## src/rtl/bgs_pkg.sv

```systemverilog
package bgs_pkg;

  localparam int DEF_SLOT_W = 42;
  localparam int DEF_NSLOT  = 3;

  // A template code at or above the slot count means the group runs on.
  function automatic bit code_carries(input int code, input int nslot);
    return code >= nslot;
  endfunction

  // Does a given slot close its group under a given template code?
  function automatic bit slot_closes(input int code, input int slot, input int nslot);
    if (code_carries(code, nslot)) return 1'b0;
    return (slot == code) || (slot == nslot - 1);
  endfunction

endpackage

```

## src/rtl/bgs_field_split.sv

```systemverilog
module bgs_field_split
  import bgs_pkg::*;
#(
  parameter int SLOT_W = DEF_SLOT_W,
  parameter int NSLOT  = DEF_NSLOT,
  localparam int TMPL_W   = $clog2(NSLOT + 1),
  localparam int BUNDLE_W = NSLOT * SLOT_W + TMPL_W
) (
  input  logic [BUNDLE_W-1:0]          bundle,
  output logic [NSLOT-1:0][SLOT_W-1:0] slots,
  output logic [TMPL_W-1:0]            tmpl,
  output logic [NSLOT-1:0]             eog_mask,
  output logic                         carry
);

  assign tmpl  = bundle[TMPL_W-1:0];
  assign carry = code_carries(int'(tmpl), NSLOT);

  for (genvar i = 0; i < NSLOT; i++) begin : g_slot
    assign slots[i]    = bundle[TMPL_W + i*SLOT_W +: SLOT_W];
    assign eog_mask[i] = slot_closes(int'(tmpl), i, NSLOT);
  end

endmodule

```

## src/rtl/bgs_slot_seq.sv

```systemverilog
module bgs_slot_seq #(
  parameter int SLOT_W = 42,
  parameter int NSLOT  = 3,
  localparam int IDX_W = $clog2(NSLOT)
) (
  input  logic                         clk,
  input  logic                         rst,
  input  logic                         in_valid,
  input  logic [NSLOT-1:0][SLOT_W-1:0] load_slots,
  input  logic [NSLOT-1:0]             load_eog,
  input  logic                         out_ready,
  output logic                         in_ready,
  output logic                         out_valid,
  output logic [SLOT_W-1:0]            out_insn,
  output logic [IDX_W-1:0]             out_slot,
  output logic                         out_eog,
  output logic                         accept,
  output logic                         emit
);

  localparam logic [IDX_W-1:0] LAST = IDX_W'(NSLOT - 1);

  logic                         busy_q;
  logic [IDX_W-1:0]             idx_q;
  logic [NSLOT-1:0][SLOT_W-1:0] slot_q;
  logic [NSLOT-1:0]             eog_q;
  logic                         last_emit;

  function automatic logic at_last(input logic [IDX_W-1:0] i);
    return i == LAST;
  endfunction

  assign emit      = busy_q && out_ready;
  assign last_emit = emit && at_last(idx_q);
  assign in_ready  = !busy_q || last_emit;
  assign accept    = in_valid && in_ready;

  always_ff @(posedge clk) begin
    if (rst) begin
      busy_q <= 1'b0;
      idx_q  <= '0;
    end else if (accept) begin
      busy_q <= 1'b1;
      idx_q  <= '0;
    end else if (emit) begin
      if (at_last(idx_q)) busy_q <= 1'b0;
      else                idx_q  <= idx_q + IDX_W'(1);
    end
  end

  always_ff @(posedge clk) begin
    if (accept) begin
      slot_q <= load_slots;
      eog_q  <= load_eog;
    end
  end

  assign out_valid = busy_q;
  assign out_insn  = slot_q[idx_q];
  assign out_eog   = eog_q[idx_q];
  assign out_slot  = idx_q;

endmodule

```

## src/rtl/bgs_group_track.sv

```systemverilog
module bgs_group_track (
  input  logic clk,
  input  logic rst,
  input  logic accept,
  input  logic carry,
  input  logic branch_tgt,
  input  logic emit,
  input  logic emit_eog,
  output logic grp_open,
  output logic open_eff,
  output logic err
);

  logic open_q;
  logic err_q;
  logic closing;

  assign closing  = emit && emit_eog;
  // A group closed by a handoff in this very cycle no longer counts as open.
  assign open_eff = open_q && !closing;

  always_ff @(posedge clk) begin
    if (rst) begin
      open_q <= 1'b0;
      err_q  <= 1'b0;
    end else begin
      err_q <= accept && branch_tgt && open_eff;
      if (accept && carry) open_q <= 1'b1;
      else if (closing)    open_q <= 1'b0;
    end
  end

  assign grp_open = open_q;
  assign err      = err_q;

endmodule

```

## src/rtl/bundle_group_splitter.sv

```systemverilog
module bundle_group_splitter
  import bgs_pkg::*;
#(
  parameter int SLOT_W = DEF_SLOT_W,
  parameter int NSLOT  = DEF_NSLOT,
  localparam int TMPL_W   = $clog2(NSLOT + 1),
  localparam int IDX_W    = $clog2(NSLOT),
  localparam int BUNDLE_W = NSLOT * SLOT_W + TMPL_W
) (
  input  logic                clk,
  input  logic                rst,
  input  logic                in_valid,
  output logic                in_ready,
  input  logic [BUNDLE_W-1:0] in_bundle,
  input  logic                in_branch_tgt,
  output logic                out_valid,
  input  logic                out_ready,
  output logic [SLOT_W-1:0]   out_insn,
  output logic [IDX_W-1:0]    out_slot,
  output logic                out_eog,
  output logic                out_err,
  output logic                grp_open
);

  logic [NSLOT-1:0][SLOT_W-1:0] slots_w;
  logic [TMPL_W-1:0]            tmpl_w;
  logic [NSLOT-1:0]             eog_mask_w;
  logic                         carry_w;
  logic                         accept_w;
  logic                         emit_w;
  logic                         open_eff_w;

  bgs_field_split #(.SLOT_W(SLOT_W), .NSLOT(NSLOT)) u_split (
    .bundle   (in_bundle),
    .slots    (slots_w),
    .tmpl     (tmpl_w),
    .eog_mask (eog_mask_w),
    .carry    (carry_w)
  );

  bgs_slot_seq #(.SLOT_W(SLOT_W), .NSLOT(NSLOT)) u_seq (
    .clk        (clk),
    .rst        (rst),
    .in_valid   (in_valid),
    .load_slots (slots_w),
    .load_eog   (eog_mask_w),
    .out_ready  (out_ready),
    .in_ready   (in_ready),
    .out_valid  (out_valid),
    .out_insn   (out_insn),
    .out_slot   (out_slot),
    .out_eog    (out_eog),
    .accept     (accept_w),
    .emit       (emit_w)
  );

  bgs_group_track u_grp (
    .clk        (clk),
    .rst        (rst),
    .accept     (accept_w),
    .carry      (carry_w),
    .branch_tgt (in_branch_tgt),
    .emit       (emit_w),
    .emit_eog   (out_eog),
    .grp_open   (grp_open),
    .open_eff   (open_eff_w),
    .err        (out_err)
  );

endmodule

```

## config.mk

```make
export PLATFORM = sky130hd
export DESIGN_NAME = bundle_group_splitter
export DESIGN_NICKNAME = d
export VERILOG_FILES = /design/src/rtl/bgs_pkg.sv /design/src/rtl/bgs_field_split.sv /design/src/rtl/bgs_slot_seq.sv /design/src/rtl/bgs_group_track.sv /design/src/rtl/bundle_group_splitter.sv
export SDC_FILE = /design/constraint.sdc
export NUM_CORES = 1
export LEC_CHECK = 0
export BUFFER_PORTS_ARGS = -buffer_cell sky130_fd_sc_hd__clkbuf_2
export CORE_ASPECT_RATIO = 0.7
export CORE_MARGIN = 10
export CORE_UTILIZATION = 45
export DETAILED_ROUTE_END_ITERATION = 10
export GPL_ROUTABILITY_DRIVEN = 0
export GPL_TIMING_DRIVEN = 0
export PLACE_DENSITY = 0.73
export SLEW_MARGIN = 15
export SYNTH_ARGS = -nofsm -noshare
export SYNTH_HDL_FRONTEND = slang
export SYNTH_SLANG_ARGS = --single-unit
```

## constraint.sdc

```tcl
create_clock -name clk -period 3.3 [get_ports clk]
set_input_delay 0.66 -clock clk [delete_from_list [all_inputs] [get_ports clk]]
set_output_delay 0.66 -clock clk [all_outputs]
set_load 0.005 [all_outputs]
```

# Yosys cells after proc, flatten, opt, wreduce, memory -nomap -nowiden
# Index checks and enable logic that the tools add are counted.
[totals]
elab_cells = 44
output_inout_bits = 49
reg_bits = 134
[op_classes]
magnitude_cmp = 2
reduce_logical = 18
n_addsub = 1
bitwise = 1
mux = 11
n_eq_ne = 2
[op_table]
columns = ["cell", "count"]
rows = [
  ["$bmux W42 S2", 1],
  ["$mux W42", 1],
  ["$logic_and A1 B1 Y1", 8],
  ["$mux W1", 8],
  ["$reduce_bool A2 Y1", 3],
  ["$reduce_and A2 Y1", 2],
  ["$lt A2 B3 Y1 const B", 1],
  ["$add A2 B1 Y2 const B", 1],
  ["$bmux W1 S2", 1],
  ["$eq A2 B2 Y1 const A", 1],
  ["$eq A2 B2 Y1 const B", 1],
  ["$ge A2 B2 Y1 const B", 1],
  ["$logic_not A1 Y1", 2],
  ["$logic_not A2 Y1", 1],
  ["$reduce_or A2 Y1", 1],
  ["$logic_or A1 B1 Y1", 1],
  ["$not A1 Y1", 1],
]

# Logic depth before layout (Yosys ltp)
[depth]
depth_word = 6
depth_mapped = 7
mapped_depth_nobuf = 5

# By module
# Synthesis repeated with hierarchy kept, for this count alone.
[hier_totals]
cells_unflattened = 430
hier_area_um2 = 6199.7
[modules_own_cells]
columns = ["module", "instances", "cells_each", "seq_area_each_um2", "area_each_um2"]
rows = [
  ["bgs_slot_seq", 1, 290, 3933.8, 5142.4],
  ["bgs_field_split", 1, 132, 0.0, 980.9],
  ["bgs_group_track", 1, 8, 40.0, 76.3],
]

# Least setup slack after synthesis
# OpenSTA, ideal clock, no wires.
[synth_timing]
path_type = "reg2reg"
startpoint = "register u_seq.idx_q[0] (netlist: u_seq.out_slot[0])"
endpoint = "register u_seq.eog_q[0], enable pin"
period_less_slack_ns = 2.375
n_path_buf = 2
t_arrival_ns = 1.976
stages_incl_launch_ff = 7
setup_slack_ns = 0.925
required_time_ns = 2.901
cell_sequence = "dfxtp_1 > buf_6 > buf_8 > inv_1 > ha_1 > a21bo_2 > and2_4"
[synth_via]
elab_chain_cells = 4
[synth_lines]
columns = ["item", "line_no", "rtl"]
rows = [
  ["start: declaration", "bgs_slot_seq.sv:24", "logic [IDX_W-1:0] idx_q;"],
  ["start signal: assignment", "bgs_slot_seq.sv:47", "else idx_q <= idx_q + IDX_W'(1);"],
  ["$eq A2 B2 Y1", "bgs_slot_seq.sv:30", "return i == LAST;"],
  ["$logic_and A1 B1 Y1", "bgs_slot_seq.sv:34", "assign last_emit = emit && at_last(idx_q);"],
  ["$logic_or A1 B1 Y1", "bgs_slot_seq.sv:35", "assign in_ready = !busy_q || last_emit;"],
  ["named net in_ready", "bundle_group_splitter.sv:13", "output logic in_ready,"],
  ["$logic_and A1 B1 Y1", "bgs_slot_seq.sv:36", "assign accept = in_valid && in_ready;"],
  ["named net accept_w", "bundle_group_splitter.sv:29", "logic accept_w;"],
  ["end signal: assignment", "bgs_slot_seq.sv:54", "eog_q <= load_eog;"],
  ["end: declaration", "bgs_slot_seq.sv:26", "logic [NSLOT-1:0] eog_q;"],
]
# The timed path passes the listed nets, and every way through them passes these cells.
# A chain may end at the register's enable or synchronous reset.

# Final worst setup path
[layout_timing]
startpoint = "register u_seq.idx_q[0] (netlist: u_seq.out_slot[0])"
endpoint = "register u_seq.slot_q[28] in the netlist's numbering, enable pin"
[layout_via]
elab_chain_cells = 4
[layout_lines]
columns = ["item", "line_no", "rtl"]
rows = [
  ["$eq A2 B2 Y1", "bgs_slot_seq.sv:30", ""],
  ["$logic_and A1 B1 Y1", "bgs_slot_seq.sv:34", ""],
  ["$logic_or A1 B1 Y1", "bgs_slot_seq.sv:35", ""],
  ["$logic_and A1 B1 Y1", "bgs_slot_seq.sv:36", ""],
  ["named net accept_w", "bundle_group_splitter.sv:29", ""],
  ["end signal: assignment", "bgs_slot_seq.sv:53", "slot_q <= load_slots;"],
  ["end: declaration", "bgs_slot_seq.sv:25", "logic [NSLOT-1:0][SLOT_W-1:0] slot_q;"],
]
# The timed path passes the listed nets, and every way through them passes these cells.

==> out/metrics.cfg <==
[run_status]
outcome=finished clean

[final_layout]
layout.area.seq_um2=3974
antenna_cells=0
multi_input_area_um2=960.9
drive_above_1_share_pct=44.05
final_util_pct=62.33
area_delta_synth_final_pct=34.76
layout.nets=636
fillCellCount=859

[worst_hold_path]
min-delay-start=in_bundle[119]
min_path_type=in -> reg
whs_endpoint=u_seq.slot_q[117]
hold_depth=1

[sta]
setup_viol=0
post-route-min-period_ns=2.510
rsz0062_at_grt=no
tightest_slew_ns=0.5468
finalHoldViolCount=0
finalCritPeriodShare_pct=76.08
maxSlewHeadroom_pct=63.55
tns_ns=0
drv_slew=0
timing.fmax_mhz=398.3
skew_ns=0.007441

[synthesis]
ys_types=27
avgSynthCellArea_um2=17.04
synth_top_cell_by_area=edfxtp_1
synth.top_cell.area_share_pct=75.79
ys_seq_area_share_pct=77.75
syn-cell-area_um2=5111
syn-num-nets=434
synth_seq_cells=134
yosys_warnings=0
synthTopCellsByArea=edfxtp_1 (76%), mux2i_1 (8.6%), o21ai_0 (3.2%), nand2_1 (3.2%), buf_8 (2.4%)
synthCells=300

[worst_setup_path]
critPathRequiredTime_ns=3.39
reg2reg_depth=8
path_class=reg -> reg
startpoint_type=flip-flop
r2r-end=u_seq.slot_q[28]
regToRegStartpoint=u_seq.out_slot[0]
cp_max_fo=54
end_kind=flip-flop
reg2reg_slack_ns=0.79
cp.arrival_ns=2.60

[global_routing]
grt_pass1_wl_um=18530
grt_pass1_vias=3480
grt_use_total_pct=15.10
grt_overflow=0
antenna_found_initial=0
grt_max_degree=55

[pwr]
power.leakage_nw=2.666
p_per_area_nw_per_um2=633.8
vdd_drop_max_mv=0.3788

[detailed_routing]
first_iter_violations=190
drc_errors=0
drtPass1Iterations=4
vias=3197
wl_per_cell_um=18.05
drt-total-wl_um=12020
vias_per_cell=4.800
antenna_left=0

[clocking]
cts_buffer_depth=2
cts_num_sinks=134
root_buffer=clkbuf_16
ctsHoldBuffers=0
insertion_delay_ns=0.41
htreeDepth=4
tritoncts=done
clk_pin_slew_worst_paths_ns=0.06
numCtsBuffers=17
postCtsSetupBuffers=0
cts_resized=0

[floorplan]
die_w_um=147.4
die_h_um=109.2
initial_core_util_pct=46.25
io_pins=182
std_cell_rows=32
die_area_um2=16090
core_um2=11050

[placed_design]
portBuffers=181
hpwlAfterDp_um=8808

[run]
drv_cap=0

==> layout make-up <==
| cell class | instances | area share [%] |
|---|---|---|
| multi-input cells | 149 | 13.95 |
| inverters | 2 | 0.1090 |
| clock inverters | 13 | 2.997 |
| plain buffers | 15 | 2.452 |
| repair buffers | 183 | 13.84 |
| well taps | 153 | 2.779 |
| clock buffers | 17 | 6.176 |
| flip-flops and latches | 134 | 57.69 |
==> synth_stat cells <==
master and count:
and2_4 1, and2b_1 1, mux2i_1 44, a21oi_1 2, and3b_1 1, xnor2_1 1
nor2b_1 1, nor3_1 1, dfxtp_1 5, buf_8 8, nand4b_1 1, nor2_1 2
inv_1 2, edfxtp_1 129, o21ai_0 33, buf_6 3, a21bo_2 1, clkbuf_1 4
o21ai_1 9, a21boi_0 1, nand4_1 1, a2111oi_2 1, a31oi_1 2, nand2b_1 1
nand3b_1 1, ha_1 1, nand2_1 43
==> worst max path at each step <==
stage                 startpoint                to  slack [ns]  cells after the start
2_1_floorplan  u_seq.out_slot[0]    u_seq.eog_q[0]        0.92                      6
3_5_place_dp   u_seq.out_slot[0]  u_seq.slot_q[13]        0.76                      8
3_3_place_gp   u_seq.out_slot[0]  u_seq.slot_q[55]        0.58                      6
5_1_grt        u_seq.out_slot[0]  u_seq.slot_q[28]        0.60                      8
6_report       u_seq.out_slot[0]  u_seq.slot_q[28]        0.79                      8
4_1_cts        u_seq.out_slot[0]  u_seq.slot_q[94]        0.75                      8
==> flip-flops by register name (all words and copies together) (netlist names) <==
signal,flops
u_grp.err,1
u_seq.out_slot,2
u_seq.out_valid,1
u_seq.slot_q,126
u_grp.grp_open,1
u_seq.eog_q,3
==> stage by stage <==
stage	hold slack (ns)	area (um^2)	power, W	setup WS [ns]	instances
finish	0.4172	6888	0.004365	0.7895	666
global route	0.4047	6888	0.004526	0.6000	666
CTS	0.4024	6888	0.004410	0.7527	666
detailed placement	0.5419	6256	0.002382	0.7610	636
global placement	0.5422	6208	0.002361	0.5756	634
floorplan	0.5190	5111	0.002187	0.9245	300
==> placed cells by master, fill, tap and decap left out, drive strengths merged, types with 3 or more instances in the layout <==
cell type	Yosys	routed
buf	11	13
bufinv	0	5
clkbuf	4	202
clkinv	0	6
dfxtp	5	5
edfxtp	129	129
inv	2	3
mux2i	44	44
nand2	43	43
o21ai	42	42
==> routing by layer <==
layer | global-route usage [%] | wire (um)
met1 | 18.52 | 5117
met2 | 23.23 | 5635
met3 | 6.416 | 1111
met4 | 6.347 | 160
met5 | 0 | 0
==> report_power, final <==
group	total, W	internal, W	switching, W
logic	0.000331	0.000160	0.000171
registers	0.00201	0.00198	0.0000252
clock network	0.00203	0.00133	0.000695
total	0.00437	0.00347	0.000891
==> cell families (layout without fill, tap and decap cells) <==
family | count (synthesis) | after routing | share of synthesized area [%]
AO/OA/AOI/OAI | 49 | 49 | 5.190
flip-flops | 134 | 134 | 77.75
XOR/XNOR | 1 | 1 | 0.1714
adder cells (fa/ha/maj) | 1 | 1 | 0.2448
buffers and inverters | 17 | 230 | 3.452
multiplexers | 44 | 44 | 8.617
AND/OR/NAND/NOR | 54 | 54 | 4.578
==> critical path, cell delays in order (launching register included) <==
cell     delay, ns
dfxtp_1       0.32
buf_6         0.17
buf_8         0.16
inv_1         0.06
ha_1          0.15
a21bo_2       0.18
and2_4        0.51
buf_12        0.31
buf_16        0.28
No activity file was read; power rests on OpenSTA's default activity.
